--- src/rtl/rsup_pkg.sv ---
package rsup_pkg;
  typedef enum logic {
    OUT_COMBINED = 1'b0,
    OUT_DUAL     = 1'b1
  } out_mode_e;
endpackage

--- src/rtl/rsup_sync.sv ---
module rsup_sync #(
  parameter int   STAGES  = 2,
  parameter logic RST_VAL = 1'b0
) (
  input  logic clk,
  input  logic arst_n,
  input  logic d_i,
  output logic q_o
);
  logic [STAGES-1:0] sh_q;

  always_ff @(posedge clk or negedge arst_n) begin
    if (!arst_n) sh_q <= {STAGES{RST_VAL}};
    else         sh_q <= {sh_q[STAGES-2:0], d_i};
  end

  assign q_o = sh_q[STAGES-1];
endmodule

--- src/rtl/rsup_stretch.sv ---
module rsup_stretch #(
  parameter int HOLD_CYCLES = 8
) (
  input  logic clk,
  input  logic arst_n,
  input  logic fault_i,
  output logic rst_n_o,
  output logic idle_o
);
  localparam int HOLD_W = $clog2(HOLD_CYCLES + 1);
  localparam logic [HOLD_W-1:0] HOLD_LOAD = HOLD_W'(HOLD_CYCLES);

  logic [HOLD_W-1:0] cnt_q;

  always_ff @(posedge clk or negedge arst_n) begin
    if (!arst_n)              cnt_q <= HOLD_LOAD;
    else if (fault_i)         cnt_q <= HOLD_LOAD;
    else if (cnt_q != '0)     cnt_q <= cnt_q - 1'b1;
  end

  assign idle_o  = (cnt_q == '0);
  assign rst_n_o = !fault_i && idle_o;


  reload_on_fault_chk: assert property (@(posedge clk) disable iff (!arst_n)
    fault_i |=> (cnt_q == HOLD_LOAD));


  release_after_count_chk: assert property (@(posedge clk) disable iff (!arst_n)
    $rose(rst_n_o) |-> ($past(cnt_q) == HOLD_W'(1)) && !$past(fault_i));
endmodule

--- src/rtl/rsup_wdog.sv ---
module rsup_wdog #(
  parameter int WDOG_CYCLES = 40
) (
  input  logic clk,
  input  logic arst_n,
  input  logic run_i,
  input  logic kick_i,
  output logic expire_o
);
  localparam int WD_W = $clog2(WDOG_CYCLES + 1);
  localparam logic [WD_W-1:0] WD_LAST = WD_W'(WDOG_CYCLES);

  logic [WD_W-1:0] cnt_q;
  logic            kick_prev_q;
  logic            kick_edge;
  logic            at_limit;

  assign kick_edge = kick_i ^ kick_prev_q;
  assign at_limit  = (cnt_q == WD_LAST);

  always_ff @(posedge clk or negedge arst_n) begin
    if (!arst_n) begin
      kick_prev_q <= 1'b0;
      cnt_q       <= '0;
    end else begin
      kick_prev_q <= kick_i;
      if (!run_i || kick_edge || at_limit) cnt_q <= '0;
      else                                 cnt_q <= cnt_q + 1'b1;
    end
  end

  assign expire_o = run_i && !kick_edge && at_limit;


  held_in_reset_chk: assert property (@(posedge clk) disable iff (!arst_n)
    !run_i |=> (cnt_q == '0));


  kick_restart_chk: assert property (@(posedge clk) disable iff (!arst_n)
    (run_i && kick_edge) |=> (cnt_q == '0));


  expire_only_running_chk: assert property (@(posedge clk) disable iff (!arst_n)
    expire_o |-> run_i && (cnt_q == WD_LAST));
endmodule

--- src/rtl/rst_supervisor.sv ---
module rst_supervisor #(
  parameter int                   HOLD_CYCLES = 200000,
  parameter int                   WDOG_CYCLES = 1600000,
  parameter int                   SYNC_STAGES = 2,
  parameter rsup_pkg::out_mode_e  OUT_MODE    = rsup_pkg::OUT_DUAL
) (
  input  logic clk,
  input  logic arst_n,
  input  logic supply_ok,
  input  logic sense_ok,
  input  logic pfail_ok,
  input  logic man_rst_n,
  input  logic wdi,
  output logic sys_rst_n,
  output logic sense_rst_n,
  output logic pfail_n
);
  localparam bit DUAL = (OUT_MODE == rsup_pkg::OUT_DUAL);

  logic man_n_s;
  logic kick_s;
  logic wd_expire;
  logic sys_idle;
  logic sys_fault;
  logic sense_in_sys;

  rsup_sync #(.STAGES(SYNC_STAGES), .RST_VAL(1'b1)) u_man_sync (
    .clk(clk), .arst_n(arst_n), .d_i(man_rst_n), .q_o(man_n_s));

  rsup_sync #(.STAGES(SYNC_STAGES), .RST_VAL(1'b0)) u_kick_sync (
    .clk(clk), .arst_n(arst_n), .d_i(wdi), .q_o(kick_s));

  rsup_wdog #(.WDOG_CYCLES(WDOG_CYCLES)) u_wdog (
    .clk(clk), .arst_n(arst_n), .run_i(sys_idle), .kick_i(kick_s),
    .expire_o(wd_expire));

  assign sense_in_sys = DUAL ? 1'b0 : !sense_ok;
  assign sys_fault    = !supply_ok || !man_n_s || wd_expire || sense_in_sys;

  rsup_stretch #(.HOLD_CYCLES(HOLD_CYCLES)) u_sys_hold (
    .clk(clk), .arst_n(arst_n), .fault_i(sys_fault),
    .rst_n_o(sys_rst_n), .idle_o(sys_idle));

  generate
    if (DUAL) begin : g_dual
      logic sense_fault;
      logic sense_idle;
      assign sense_fault = !sense_ok || !man_n_s;
      rsup_stretch #(.HOLD_CYCLES(HOLD_CYCLES)) u_sense_hold (
        .clk(clk), .arst_n(arst_n), .fault_i(sense_fault),
        .rst_n_o(sense_rst_n), .idle_o(sense_idle));


      sense_drop_chk: assert property (@(posedge clk) disable iff (!arst_n)
        !sense_ok |-> !sense_rst_n);
    end else begin : g_comb
      assign sense_rst_n = sys_rst_n;


      comb_sense_drop_chk: assert property (@(posedge clk) disable iff (!arst_n)
        !sense_ok |-> !sys_rst_n);
    end
  endgenerate

  assign pfail_n = pfail_ok && man_n_s;


  supply_drop_chk: assert property (@(posedge clk) disable iff (!arst_n)
    !supply_ok |-> !sys_rst_n);


  manual_force_chk: assert property (@(posedge clk) disable iff (!arst_n)
    !man_n_s |-> !sys_rst_n && !sense_rst_n && !pfail_n);


  pfail_follow_chk: assert property (@(posedge clk) disable iff (!arst_n)
    (man_n_s && !pfail_ok) |-> !pfail_n);
endmodule

--- config.mk ---
export PLATFORM = sky130hd
export DESIGN_NAME = rst_supervisor
export DESIGN_NICKNAME = d
export VERILOG_FILES = /design/src/rtl/rsup_pkg.sv /design/src/rtl/rsup_sync.sv /design/src/rtl/rsup_stretch.sv /design/src/rtl/rsup_wdog.sv /design/src/rtl/rst_supervisor.sv
export SDC_FILE = /design/constraint.sdc
export NUM_CORES = 1
export LEC_CHECK = 0
export BUFFER_PORTS_ARGS = -buffer_cell sky130_fd_sc_hd__buf_2
export CORE_MARGIN = 2
export CORE_UTILIZATION = 55
export CTS_CLUSTER_DIAMETER = 100
export DETAILED_ROUTE_END_ITERATION = 8
export PLACE_DENSITY = 0.72
export REMOVE_ABC_BUFFERS = 1
export SYNTH_ARGS = -nofsm -noshare
export SYNTH_HDL_FRONTEND = slang
export SYNTH_HIERARCHICAL = 1
export SYNTH_SLANG_ARGS = --single-unit
--- constraint.sdc ---
create_clock -name clk -period 9.45 [get_ports clk]
set_input_delay 1.89 -clock clk [delete_from_list [all_inputs] [get_ports clk]]
set_output_delay 1.89 -clock clk [all_outputs]
set_load 0.02 [all_outputs]
## Yosys cells after proc, flatten, opt, wreduce, memory -nomap -nowiden

Cells that the tools add are included.

- Bits in registers: 62
- Latch bits: 0
- Memory bits (writable): 0
- Bits in read-only memories: 0
- Input bits: 7
- Output and inout port bits: 3
- Word-level logic and storage cells: 39
- Memories kept: 0

- $add $sub $neg: 3
- $mul: 0
- Div/mod/pow operators: 0
- Magnitude comparators: 0
- Equality and inequality tests: 1
- Shift operators: 0
- Muxes and demuxes: 5
- Bitwise logic cells: 1
- Reduce and logical (&&, ||, !) cells: 23

Operators by type and width:

| cell | count |
|---|---|
| $mux W18 | 4 |
| $logic_not A18 Y1 | 2 |
| $reduce_bool A18 Y1 | 2 |
| $sub A18 B1 Y18 const B | 2 |
| $add A21 B1 Y21 const B | 1 |
| $eq A21 B21 Y1 const B | 1 |
| $mux W21 | 1 |
| $logic_not A1 Y1 | 7 |
| $logic_and A1 B1 Y1 | 5 |
| $logic_or A1 B1 Y1 | 5 |
| $reduce_bool A2 Y1 | 2 |
| $xor A1 B1 Y1 | 1 |

## Logic depth before layout (Yosys ltp)

- Depth after elaboration: 7
- Mapped depth: 13
- Mapped depth without buffers: 11

## Cells and area by module

The synthesis kept the hierarchy.

Modules (own cells, without submodules):

| module | instances | cells an instance | area an instance (um^2) | sequential area each (um^2) |
|---|---|---|---|---|
| rsup_stretch | 2 | 113 | 1057.3 | 457.9 |
| rsup_wdog | 1 | 122 | 1164.9 | 550.5 |
| rsup_sync (u_man_sync) | 1 | 2 | 52.6 | 52.6 |
| rsup_sync (u_kick_sync) | 1 | 2 | 50.0 | 50.0 |
| rst_supervisor | 1 | 3 | 17.5 | 0.0 |

## Worst setup path before layout

No wires, ideal clock.

- Path type: input port to output port
- From: input port supply_ok
- To: output port sys_rst_n
- Arrival time: 2.875 ns
- Required time: 7.560 ns
- Slack: 4.685 ns
- Cell stages on the path: 4
- Cells stage by stage: nand3b_1 -> clkbuf_1 -> clkbuf_1 -> nor3_1

- Cells in the longest elaborated chain, start to end: 5

RTL lines:

| element | line | source |
|---|---|---|
| start, declared | rst_supervisor.sv:9 | `input logic supply_ok,` |
| $logic_not A1 Y1 | rst_supervisor.sv:38 | `assign sys_fault = !supply_ok \|\| !man_n_s \|\| wd_expire \|\| sense_in_sys;` |
| $logic_or A1 B1 Y1 (2 in series) | rst_supervisor.sv:38 |  |
| $logic_not A1 Y1 | rsup_stretch.sv:22 | `assign rst_n_o = !fault_i && idle_o;` |
| $logic_and A1 B1 Y1 | rsup_stretch.sv:22 |  |
| end, declared | rst_supervisor.sv:14 | `output logic sys_rst_n,` |

No other way between the ends.

## Worst setup path after layout

- From: register u_sys_hold.cnt_q[0]
- To: output port sys_rst_n

- Cells in the longest elaborated chain, start to end: 6

RTL lines:

| element | line | source |
|---|---|---|
| start, declared | rsup_stretch.sv:13 | `logic [HOLD_W-1:0] cnt_q;` |
| start signal, assigned | rsup_stretch.sv:18 | `else if (cnt_q != '0) cnt_q <= cnt_q - 1'b1;` |
| $logic_not A18 Y1 | rsup_stretch.sv:21 | `assign idle_o = (cnt_q == '0);` |
| via sys_idle | rst_supervisor.sv:23 | `logic sys_idle;` |
| $logic_and A1 B1 Y1 (2 in series) | rsup_wdog.sv:32 | `assign expire_o = run_i && !kick_edge && at_limit;` |
| via wd_expire | rst_supervisor.sv:22 | `logic wd_expire;` |
| $logic_or A1 B1 Y1 | rst_supervisor.sv:38 |  |
| via sys_fault | rst_supervisor.sv:24 | `logic sys_fault;` |
| $logic_not A1 Y1 | rsup_stretch.sv:22 |  |
| $logic_and A1 B1 Y1 | rsup_stretch.sv:22 |  |

The timed path passes the listed nets, and every way through them passes these cells.

==> flow_metrics.py <==
metrics = {
    "outcome": {
        "status": "finished, final reports clean",
    },
    "logic_synthesis": {
        "ys_ff_latch": 62,
        "yosysUniqueCellTypes": 50,
        "yosysWarnings": 6,
        "netlist_area_um2": 3400,
        "seq_area_frac_synth": 0.4615,
        "syn_inst": 355,
        "syn_area_per_cell_um2": 9.576,
    },
    "global_route": {
        "overflow": 0,
        "antenna_found_initial": 0,
        "grt_max_degree": 63,
        "grt_pass1_wl_mm": 11.27,
        "grt_util_all_layers": 0.2173,
        "grt_pass1_vias": 2511,
    },
    "setup_path": {
        "critical_path.slowest_cell": "nor4b_4",
        "cp_top_family": "simple AND/OR/NAND/NOR gates",
        "critPathBufInv": 3,
        "slowest_delay_ps": 420,
        "ff2ff_path_depth": 12,
        "r2r_start": "u_sys_hold/cnt_q[0]",
        "cp_cell_sequence": "inv_1, ha_1, nor4b_4, nand2_1, nor2_1, nand2_1, nor3_1, nand3b_1, buf_4, nor3_1, buf_2",
        "r2r_slack_ps": 6340,
        "r2r_end": "u_sys_hold/cnt_q[17]",
        "worst-endpoint-required_ps": 7560,
        "cp_max_fo": 29,
        "crit_arrival_ps": 3170,
        "cp-end-kind": "output pin",
        "crit_type": "reg2out",
        "startpoint_type": "register",
    },
    "clock_network": {
        "clk_latency_ps": 340,
        "path_clk_slew_ps": 70,
        "tritoncts": "built",
        "h-tree-depth": 3,
        "clock_path_buffers": 2,
        "cts_resized": 0,
        "cts_buffers": 9,
        "post_cts_buffers": 0,
        "cts.sinks": 62,
        "cts_hold_buf": 0,
        "ctsRootBufferMaster": "clkbuf_8",
    },
    "pwr": {
        "peakVddDrop_uv": 102.8,
        "power_uw": 530.3,
        "power_density_nw_per_um2": 144.0,
        "power_leakage_nw": 1.405,
    },
    "final_layout": {
        "layout_commonest_cell": "dfrtp_1",
        "nets": 376,
        "fill_cells": 514,
        "drive_gt1_frac": 0.1703,
        "area.growth.synth_to_final_pct": 8.318,
        "layout_common_cells": "dfrtp_1, nor2_1, a21oi_1",
        "insertedDiodeCount": 0,
    },
    "min_path": {
        "min-delay-start": "u_man_sync/sh_q[0]",
        "hold_end": "u_man_sync/sh_q[1]",
        "min_delay_path_depth": 0,
        "min_path_type": "reg2reg",
    },
    "timing": {
        "fmax_mhz": 197.5,
        "worst_pin_slew_ps": 782.0,
        "slew_headroom": 0.4751,
        "rsz0062_at_grt": "no",
        "hold_viol_final": 0,
        "fin_crit_sh": 0.5357,
        "slew_viol_final": 0,
        "min_period_ps": 5062,
        "setup_viol": 0,
        "setup_tns_ps": 0,
        "skew_ps": 12.79,
    },
    "floorplan": {
        "design.core.area_um2": 5956,
        "die_h_um": 82.62,
        "rows": 28,
        "start_util": 0.5708,
        "design.die.area_um2": 6826,
        "num_io_pins": 10,
        "die_w_um": 82.62,
    },
    "detailed_routing": {
        "wire_per_inst_um": 15.11,
        "first_pass_iters": 5,
        "vias_per_cell": 6.074,
        "ant_nets": 0,
        "drt-total-wl_mm": 6.723,
        "drtIter0Drc": 102,
        "drc_errors": 0,
        "vias": 2703,
    },
    "job": {
        "maxCapViolations": 0,
    },
    "placed_design": {
        "numPortBuffers": 9,
        "gp_congestion": 0.7802,
        "dp_hpwl_mm": 4.496,
    },
}
per-layer routing:
metal / track usage / routed length, µm / vias to the layer above
met3: 0.03913 / 150 / 11
met2: 0.3532 / 3178 / 25
met5: 0 / 0 / -
li1: - / - / 1341
met1: 0.2867 / 3297 / 1326
met4: 0.09016 / 97 / 0
how the worst max path moves through the flow:
stage | startpoint | end | slack (ps) | cells after the start
4_1_cts | u_sys_hold/cnt_q[0] | sys_rst_n | 4370 | 11
5_1_grt | u_sys_hold/cnt_q[1] | sys_rst_n | 4060 | 11
6_report | u_sys_hold/cnt_q[0] | sys_rst_n | 4390 | 11
3_3_place_gp | u_sys_hold/cnt_q[0] | sys_rst_n | 4890 | 11
3_5_place_dp | u_sys_hold/cnt_q[0] | sys_rst_n | 4740 | 11
2_1_floorplan | supply_ok | sys_rst_n | 4540 | 2
flip-flops by register name, summed over array words and instances, names as in the netlist:
name / cells
u_wdog/cnt_q: 21
g_dual.u_sense_hold/cnt_q: 18
u_sys_hold/cnt_q: 18
u_kick_sync/sh_q: 2
u_man_sync/sh_q: 2
u_wdog/kick_prev_q: 1
area by class of cell:
cell class	instances	area (µm²)	area share
sequential	62	1569	0.4261
inverter	14	52.55	0.01427
clock inverter	1	5.005	0.001359
clock buffer	15	176.4	0.04791
tap	75	93.84	0.02548
timing repair buffer	15	90.09	0.02446
multi-input combinational	263	1695	0.4604
synth_stat cells (all sizes together):
library cell / count / area, µm²
a21oi: 23 / 115.1
a2111oi: 4 / 35.03
or3: 14 / 88.84
nand3b: 3 / 22.52
nand2: 20 / 75.07
ha: 4 / 50.05
o2bb2ai: 2 / 17.52
nor2b: 10 / 62.56
and4: 3 / 28.78
nand4b: 1 / 8.760
mux2i: 4 / 40.04
nand4: 6 / 43.79
or4: 12 / 108.9
nor4b: 4 / 65.07
o22ai: 4 / 25.02
o21a: 4 / 30.03
xor2: 7 / 61.31
mux2: 6 / 67.56
o31a: 2 / 17.52
or3b: 2 / 17.52
or2: 1 / 6.260
o211ai: 2 / 15.01
inv: 14 / 52.55
o31ai: 5 / 37.54
clkbuf: 11 / 51.30
dfstp: 14 / 367.9
nand3: 14 / 70.07
o21ai: 19 / 95.09
a211o: 2 / 17.52
a211oi: 6 / 45.04
xnor2: 3 / 26.28
nor3: 9 / 45.04
nor4bb: 1 / 10.01
o41ai: 2 / 17.52
and2: 3 / 18.77
nor2: 35 / 131.4
and3: 1 / 6.260
dfrtp: 48 / 1201
nand2b: 6 / 37.54
buf: 5 / 31.28
and4b: 1 / 10.01
nor4: 18 / 125.1
power breakdown:
group          leakage, nW  internal [mW]  switching [mW]  total (mW)
Combinational        0.508         0.0151          0.0236      0.0387
Sequential           0.804          0.272         0.00801       0.280
Clock               0.0937          0.117          0.0945       0.211
Total                 1.41          0.404           0.126       0.530
worst reg2reg max path: stages, from the launching register on:
cell       delay [ps]
dfrtp_1           400
inv_1             100
ha_1              210
nor4b_4           420
nand2_1           420
nor2_1            360
nand2_1            90
nor3_1            170
nand3b_1          120
buf_4             280
nand3b_1          170
o2bb2ai_1          70
a211oi_1          200
kinds of logic after synthesis:
| logic type | share of synthesized area |
|---|---|
| buffers and inverters | 0.03975 |
| and+or+nand+nor | 0.2889 |
| AOI/OAI and AO/OA | 0.1377 |
| muxes | 0.03165 |
| adders and majority gates | 0.01472 |
| DFF | 0.4615 |
| xor gates and xnor gates | 0.02577 |
metrics by stage:
step | utilization | cell area (µm²) | hold WS (ps) | std cells | worst slack (ps)
after floorplan | - | 3317 | 331.2 | 339 | 4543
after CTS | 0.6183 | 3682 | 371.6 | 445 | 4367
after detailed placement | 0.5878 | 3501 | 354.8 | 429 | 4744
after global placement | 0.5878 | 3501 | 358.1 | 429 | 4890
final | 0.6183 | 3682 | 371.3 | 445 | 4388
after global routing | 0.6183 | 3682 | 373.8 | 445 | 4059
Note: power is estimated with default switching activity, not from simulation.
